### src/rtl/syncgen_pkg.sv
package syncgen_pkg;

  localparam int RATIO_W = 8;
  localparam int N_CH    = 3;
  localparam int CH_F2S  = 0;
  localparam int CH_S2F  = 1;
  localparam int CH_X2   = 2;

  typedef logic [RATIO_W-1:0] ratio_t;

  // Raise a programmed ratio to the supported floor.
  function automatic ratio_t clamp_ratio(ratio_t r, ratio_t lo);
    return (r < lo) ? lo : r;
  endfunction

  // Number of leading high phases of a divided clock.
  function automatic ratio_t high_len(ratio_t r);
    return r >> 1;
  endfunction

  // Phase of the slow-to-fast enable.
  function automatic ratio_t s2f_slot(ratio_t r, logic dtm);
    return dtm ? ratio_t'(r - ratio_t'(2)) : ratio_t'(1);
  endfunction

  // Phase of the fast-to-slow enable.
  function automatic ratio_t f2s_slot(ratio_t r, logic dtm);
    return dtm ? ratio_t'((r - ratio_t'(3)) >> 1) : ratio_t'((r >> 1) + ratio_t'(1));
  endfunction

  // Phase of the double-rate enable: first low phase of its clock.
  function automatic ratio_t x2_slot(ratio_t r);
    return r >> 1;
  endfunction

endpackage

### src/rtl/syncgen_cfg.sv
module syncgen_cfg
  import syncgen_pkg::*;
#(
  parameter ratio_t IO_MIN = 8'd3,
  parameter ratio_t X2_MIN = 8'd2
) (
  input  logic   clk,
  input  logic   rst_n,
  input  ratio_t io_ratio_i,
  input  ratio_t x2_ratio_i,
  input  logic   mode_i,
  output ratio_t io_r_o,
  output ratio_t x2_r_o,
  output logic   dtm_o
);

  // Capture window is the reset interval only.
  always_ff @(posedge clk) begin
    if (!rst_n) begin
      io_r_o <= clamp_ratio(io_ratio_i, IO_MIN);
      x2_r_o <= clamp_ratio(x2_ratio_i, X2_MIN);
      dtm_o  <= mode_i;
    end
  end

  assert_cfg_frozen_R1: assert property (@(posedge clk) disable iff (!rst_n)
    $past(rst_n) |-> ($stable(io_r_o) && $stable(x2_r_o)));

  assert_cfg_floor_R1: assert property (@(posedge clk) disable iff (!rst_n)
    $past(rst_n) |-> (io_r_o >= IO_MIN && x2_r_o >= X2_MIN));

  assert_mode_frozen_R10: assert property (@(posedge clk) disable iff (!rst_n)
    $past(rst_n) |-> $stable(dtm_o));

endmodule

### src/rtl/syncgen_phase.sv
module syncgen_phase
  import syncgen_pkg::*;
(
  input  logic   clk,
  input  logic   rst_n,
  input  logic   hold_i,
  input  ratio_t ratio_i,
  output ratio_t ph_nxt_o,
  output ratio_t ph_o,
  output logic   div_clk_o
);

  logic run_q;
  logic at_last_w;

  assign at_last_w = (ph_o == ratio_i - 1'b1);

  always_comb begin
    if (!run_q || at_last_w) ph_nxt_o = '0;
    else                     ph_nxt_o = ph_o + 1'b1;
  end

  always_ff @(posedge clk) begin
    if (hold_i) begin
      run_q     <= 1'b0;
      ph_o      <= '0;
      div_clk_o <= 1'b0;
    end else begin
      run_q     <= 1'b1;
      ph_o      <= ph_nxt_o;
      div_clk_o <= (ph_nxt_o < high_len(ratio_i));
    end
  end

  assert_phase_range_R2: assert property (@(posedge clk) disable iff (!rst_n)
    ph_o < ratio_i);

  assert_hold_quiet_R9: assert property (@(posedge clk) disable iff (!rst_n)
    hold_i |=> (!div_clk_o && ph_o == '0));

  assert_restart_R9: assert property (@(posedge clk) disable iff (!rst_n)
    ($past(hold_i) && !hold_i) |=> (div_clk_o && ph_o == '0));

endmodule

### src/rtl/syncgen_strobe.sv
module syncgen_strobe
  import syncgen_pkg::*;
(
  input  logic   clk,
  input  logic   rst_n,
  input  logic   hold_i,
  input  ratio_t ph_nxt_i,
  input  ratio_t slot_i,
  input  ratio_t ratio_i,
  output logic   en_o
);

  logic hit_w;
  assign hit_w = (ph_nxt_i == slot_i);

  always_ff @(posedge clk) begin
    en_o <= !hold_i && hit_w;
  end

  // Checker state: distance since the previous pulse.
  ratio_t gap_q;
  logic   seen_q;

  always_ff @(posedge clk) begin
    if (hold_i) begin
      gap_q  <= '0;
      seen_q <= 1'b0;
    end else if (en_o) begin
      gap_q  <= ratio_t'(1);
      seen_q <= 1'b1;
    end else if (gap_q != '1) begin
      gap_q  <= gap_q + 1'b1;
    end
  end

  assert_single_cycle_R3: assert property (@(posedge clk) disable iff (!rst_n)
    en_o |=> !en_o);

  assert_period_R3: assert property (@(posedge clk) disable iff (!rst_n)
    (en_o && seen_q) |-> (gap_q == ratio_i));

  assert_strobe_quiet_R9: assert property (@(posedge clk) disable iff (!rst_n)
    hold_i |=> !en_o);

endmodule

### src/rtl/sync_pulse_gen.sv
module sync_pulse_gen
  import syncgen_pkg::*;
#(
  parameter ratio_t IO_MIN         = 8'd3,
  parameter ratio_t X2_MIN         = 8'd2,
  parameter bit     F2S_CARRIES_X2 = 1'b0
) (
  input  logic               clk,
  input  logic               rst_n,
  input  logic               clk_stop,
  input  logic               test_mode,
  input  logic [RATIO_W-1:0] io_ratio,
  input  logic [RATIO_W-1:0] x2_ratio,
  output logic               io_clk,
  output logic               x2_clk,
  output logic               f2s_en,
  output logic               s2f_en,
  output logic               x2_en
);

  logic   hold_w;
  ratio_t io_r, x2_r;
  logic   dtm;
  ratio_t io_nxt, io_ph, x2_nxt, x2_ph;

  assign hold_w = !rst_n || clk_stop;

  syncgen_cfg #(.IO_MIN(IO_MIN), .X2_MIN(X2_MIN)) u_cfg (
    .clk        (clk),
    .rst_n      (rst_n),
    .io_ratio_i (io_ratio),
    .x2_ratio_i (x2_ratio),
    .mode_i     (test_mode),
    .io_r_o     (io_r),
    .x2_r_o     (x2_r),
    .dtm_o      (dtm)
  );

  syncgen_phase u_io_phase (
    .clk       (clk),
    .rst_n     (rst_n),
    .hold_i    (hold_w),
    .ratio_i   (io_r),
    .ph_nxt_o  (io_nxt),
    .ph_o      (io_ph),
    .div_clk_o (io_clk)
  );

  syncgen_phase u_x2_phase (
    .clk       (clk),
    .rst_n     (rst_n),
    .hold_i    (hold_w),
    .ratio_i   (x2_r),
    .ph_nxt_o  (x2_nxt),
    .ph_o      (x2_ph),
    .div_clk_o (x2_clk)
  );

  // Per-channel phase source, slot and ratio.
  ratio_t ch_ph    [N_CH];
  ratio_t ch_slot  [N_CH];
  ratio_t ch_ratio [N_CH];
  logic   ch_en    [N_CH];

  always_comb begin
    ch_ph[CH_S2F]    = io_nxt;
    ch_slot[CH_S2F]  = s2f_slot(io_r, dtm);
    ch_ratio[CH_S2F] = io_r;
    ch_ph[CH_X2]     = x2_nxt;
    ch_slot[CH_X2]   = x2_slot(x2_r);
    ch_ratio[CH_X2]  = x2_r;
    if (F2S_CARRIES_X2) begin
      ch_ph[CH_F2S]    = x2_nxt;
      ch_slot[CH_F2S]  = x2_slot(x2_r);
      ch_ratio[CH_F2S] = x2_r;
    end else begin
      ch_ph[CH_F2S]    = io_nxt;
      ch_slot[CH_F2S]  = f2s_slot(io_r, dtm);
      ch_ratio[CH_F2S] = io_r;
    end
  end

  for (genvar g = 0; g < N_CH; g++) begin : g_ch
    syncgen_strobe u_strobe (
      .clk      (clk),
      .rst_n    (rst_n),
      .hold_i   (hold_w),
      .ph_nxt_i (ch_ph[g]),
      .slot_i   (ch_slot[g]),
      .ratio_i  (ch_ratio[g]),
      .en_o     (ch_en[g])
    );
  end

  assign f2s_en = ch_en[CH_F2S];
  assign s2f_en = ch_en[CH_S2F];
  assign x2_en  = ch_en[CH_X2];

  // Phase counters stay inside their periods (debug view of internal state).
  assert_ph_bounds_R2: assert property (@(posedge clk) disable iff (!rst_n)
    (io_ph < io_r) && (x2_ph < x2_r));

  assert_s2f_after_rise_R4: assert property (@(posedge clk) disable iff (hold_w)
    (s2f_en && !dtm) |-> $past(io_clk));

  assert_s2f_before_rise_R6: assert property (@(posedge clk) disable iff (hold_w)
    (s2f_en && dtm) |=> (!io_clk && !s2f_en));

  assert_x2_first_low_R8: assert property (@(posedge clk) disable iff (hold_w)
    x2_en |-> (!x2_clk && $past(x2_clk)));

  if (F2S_CARRIES_X2) begin : g_f2s_x2
    assert_f2s_carries_x2_R11: assert property (@(posedge clk) disable iff (!rst_n)
      f2s_en == x2_en);
  end else begin : g_f2s_io
    assert_f2s_after_fall_R5: assert property (@(posedge clk) disable iff (hold_w)
      (f2s_en && !dtm) |-> (!io_clk && !$past(io_clk)));
  end

endmodule

### config.mk
export PLATFORM = sky130hd
export DESIGN_NAME = sync_pulse_gen
export DESIGN_NICKNAME = d
export VERILOG_FILES = /design/src/rtl/syncgen_pkg.sv /design/src/rtl/syncgen_cfg.sv /design/src/rtl/syncgen_phase.sv /design/src/rtl/syncgen_strobe.sv /design/src/rtl/sync_pulse_gen.sv
export SDC_FILE = /design/constraint.sdc
export NUM_CORES = 1
export LEC_CHECK = 0
export CAP_MARGIN = 40
export CORE_MARGIN = 4
export CORE_UTILIZATION = 44
export DETAILED_ROUTE_END_ITERATION = 6
export MAX_ROUTING_LAYER = met4
export PLACE_DENSITY = 0.6
export SETUP_SLACK_MARGIN = 0.4
export SLEW_MARGIN = 20
export SYNTH_ARGS = -nofsm -noshare
export SYNTH_HDL_FRONTEND = slang
export SYNTH_HIERARCHICAL = 1
export SYNTH_SLANG_ARGS = --single-unit
### constraint.sdc
create_clock -name clk -period 4.9 [get_ports clk]
set_input_delay 1.47 -clock clk [delete_from_list [all_inputs] [get_ports clk]]
set_output_delay 1.47 -clock clk [all_outputs]
set_load 0.02 [all_outputs]
==> impl_results.md <==
* Vias per Instance at approximately 5.4
* Max-cap violations at 0
* Diodes inserted at 0
* Vias in the first global route at roughly 2300
* Cell Chain, Critical Path: inv_1, ha_1, or3_1, a31o_1, o41ai_4, nor2_1, ha_1, a211o_1, a21oi_1, o21ai_0, a211oi_1, o31a_1
* Asr flop ratio synth at 0
* Worst VDD drop at between 0.1 and 0.15 mV
* Final hold viol count at 0
* Final Util at 0.5178
* Fillers at 616
* Gr ovfl total at 0
* RR Startpoint: u_cfg/x2_r_o[1]$_SDFFCE_PN1N_
* Vias at about 2300
* Crit path depth at 12
* RSZ-0062 raised after global routing: no
* Hold worst-path end: u_io_phase/ph_o[1]$_SDFF_PP0_
* TritonCTS Sinks at 40
* HPWL after DPL at 5064 µm
* Post-synthesis cell type count at a little under 60
* R2R cell count at 12
* Leakage at roughly 1.3 nW
* Largest net degree at the start of global routing at 18
* CTS Buf Count at 5
* CP top delay family: compound AO/OA/AOI/OAI gates
* Internal cell power at 0.5901 mW
* Worst Path Required at roughly 5100 ps
* Worst Setup Start Kind: register
* PD cells at between 200 and 250 nW/µm²
* Cell Count, Final, Fillers Out at roughly 430
* Clk pwr share at 0.330
* Mapped Area at a little over 3000 µm²
* Status: finished clean
* R2R Path End: u_x2_phase/div_clk_o$_SDFF_PP0_
* Post-CTS Setup Bufs at 0
* Nets at around 390
* Syn nets at between 300 and 400
* Avg Cell Area, Syn at around 9 µm²
* Clk_lat worst skew at 290 ps
* H-tree levels at 2
* Sw frac at 0.2738
* R2r setup slk at about 1300 ps
* Slew Viols, Final at 0
* Worst-margin pin slew at roughly 770 ps
* Post-synthesis register bit count at 40
* Maximum clock rate at between 0.2 and 0.3 GHz
* GPL Wtd Cong at roughly 0.84
* Top_reg_cell synth: dfxtp_1
* TritonRoute pass-1 iters at 4
* Slew margin rel. at 0.4881
* Period minus WS final at between 3000 and 4000 ps
* Hold-fix buffers, CTS at 0
* Reg clk slew, reported paths at around 80 ps
* Gate power share at 0.184
* Layout cell share with drive strength beyond 1 at 0.06857
* Placed insts at around 420
* Final wirelength at around 6500 µm
* CTS root buffer: clkbuf_8
* Deepest clock path buffer count at 2
* Hold WC Path Type: register to register
* Seq/Total Area, Yosys at 0.3217
* Yosys warns at 6
* Most frequent cells in the layout: 48 x xnor2_1, 34 x nor2_1, 27 x inv_1
* Number of remaining DRC errors at 0
* Initial antenna violation count at 0
* Initial drt markers at 83
* Hold path depth at 2
* Cell repeated most along the worst path: ha_1
* Die width at 90.82 µm
* Area growth syn-to-layout at 11.44%
* Buffers on Ports at 24
* Worst Skew at about 7.5 ps
* Flop pwr share at 0.486
* # IOs at 25
* Critical Path AT at between 3000 and 4000 ps
* Routed len/inst at approximately 15 µm
* Gate Count Post-Synth at roughly 340
* Worst path slowest cell: o41ai_4
* Commonest non-fill, non-tap cell in the layout: xnor2_1
* Buf/Inv on CP at 1
* Min-delay src: u_io_phase/run_q$_DFF_P_
* Rows at 29
* Area share of the largest cell type after synthesis at 0.1692
* Final setup vio count at 0
* Synth area leader: edfxtp_1
* Setup crit end kind: register
* Setup_tns at 0 ps
* Initial Util at 0.4647
* Core area at between 6000 and 7000 µm²
* Total GRT Usage at 0.1682
* Number of instances resized during post-cts repair at 0
* Die Ht at about 90 µm
* Final antenna-violating net count at 0
* CTS tree: done
* Global-route wire length before repair at 11070 µm
* CP max FO at 14
* EDFF count, synth at 17
* Period utilization at 0.7317
* Worst path max stage delay at approximately 760 ps
* Total net switching power at approximately 0.22 mW
* Crit Path Category: register to register
* Die Area at just over 8000 µm²
* Synth area leaders: edfxtp_1 17%, dfxtp_1 15%, xnor2_1 14%
-- per-layer routing --
layer,part of all wire,GRT usage,vias up
li1,-,-,1181
met1,0.45,0.2032,1068
met2,0.50,0.2810,51
met3,0.032,0.03000,10
met4,0.019,0.06156,0
met5,0,-,-
-- power by group through the flow --
stage / Sequential [mW] / Combinational, mW / Clock (mW)
final: 0.395 / 0.149 / 0.269
after global routing: 0.399 / 0.166 / 0.294
after CTS: 0.395 / 0.149 / 0.276
after detailed placement: 0.403 / 0.148 / 0
after global placement: 0.402 / 0.146 / 0
after floorplan: 0.391 / 0.119 / 0
-- worst max path at each step --
stage                                              from                               to  slack, ps
after detailed placement  u_cfg/x2_r_o[1]$_SDFFCE_PN1N_  u_x2_phase/div_clk_o$_SDFF_PP0_       1340
after floorplan           u_cfg/io_r_o[1]$_SDFFCE_PN1N_  u_io_phase/div_clk_o$_SDFF_PP0_       1800
after CTS                 u_cfg/x2_r_o[1]$_SDFFCE_PN1N_  u_x2_phase/div_clk_o$_SDFF_PP0_       1330
after global placement    u_cfg/io_r_o[1]$_SDFFCE_PN1N_  u_io_phase/div_clk_o$_SDFF_PP0_       1430
final                     u_cfg/x2_r_o[1]$_SDFFCE_PN1N_  u_x2_phase/div_clk_o$_SDFF_PP0_       1310
after global routing      u_cfg/io_r_o[1]$_SDFFCE_PN1N_  u_io_phase/div_clk_o$_SDFF_PP0_        890
-- worst register-to-register path, stage by stage (launching register included) --
cell and delay (ps):
edfxtp_1 410, inv_1 100, ha_1 230, or3_1 370
a31o_1 250, o41ai_4 760, nor2_1 180, ha_1 340
a211o_1 290, a21oi_1 110, o21ai_0 90, a211oi_1 240
o31a_1 160
-- logic make-up after synthesis --
group,count (synthesis),share of synthesized area
mux,1,0.003731
other cells,1,0.001243
simple gates,118,0.2164
buf+inv,47,0.07131
compound gates,44,0.1111
flops,40,0.3217
fa+ha+maj,20,0.08292
xor+xnor,66,0.1915
-- Yosys cell counts (2+ instances only) --
library cell,n
ha_1,20
nand3_1,16
and4b_1,2
nor3_2,2
nand2_1,10
nor4_1,4
a21oi_1,8
o21ai_0,10
a211o_1,2
o21bai_1,2
o31ai_1,2
nand2b_1,5
nor2b_1,2
a211oi_1,2
buf_6,4
xnor2_1,48
nor2_1,34
nor4_2,4
dfxtp_1,23
xor2_1,18
clkbuf_1,13
o31a_1,2
and3_1,7
edfxtp_1,17
o41a_1,2
or2_2,2
nand4_1,4
nor3_1,15
inv_1,27
-- state kept, by name, indices dropped and copies added (netlist names) --
| signal | flops |
|---|---|
| u_io_phase/ph_o | 8 |
| u_x2_phase/div_clk_o | 1 |
| u_cfg/x2_r_o | 8 |
| u_x2_phase/ph_o | 8 |
| u_x2_phase/run_q | 1 |
| u_io_phase/div_clk_o | 1 |
| g_ch.u_strobe/en_o | 3 |
| u_io_phase/run_q | 1 |
| u_cfg/io_r_o | 8 |
| u_cfg/dtm_o | 1 |
-- stage by stage --
step                worst slack [ps]  instance area [µm²]  hold WS [ps]  power, mW
floorplan                       1804                 3018         481.0     0.5101
global placement                1430                 3241         520.7     0.5482
CTS                             1328                 3352         527.7     0.8200
detailed placement              1340                 3241         511.9     0.5507
global route                   887.2                 3363         573.9     0.8581
finish                          1314                 3363         525.7     0.8126
-- final cells by class --
| cell class | count | area [µm²] | share of cell area |
|---|---|---|---|
| Multi-Input combinational cell | 250 | 1832 | 0.5446 |
| Sequential cell | 40 | 970.9 | 0.2887 |
| Timing Repair Buffer | 25 | 251.5 | 0.07478 |
| Inverter | 27 | 101.3 | 0.03013 |
| Tap cell | 77 | 96.34 | 0.02865 |
| Clock buffer | 5 | 68.82 | 0.02046 |
| Clock inverter | 3 | 42.54 | 0.01265 |
Note: power is estimated with default switching activity, not from simulation.
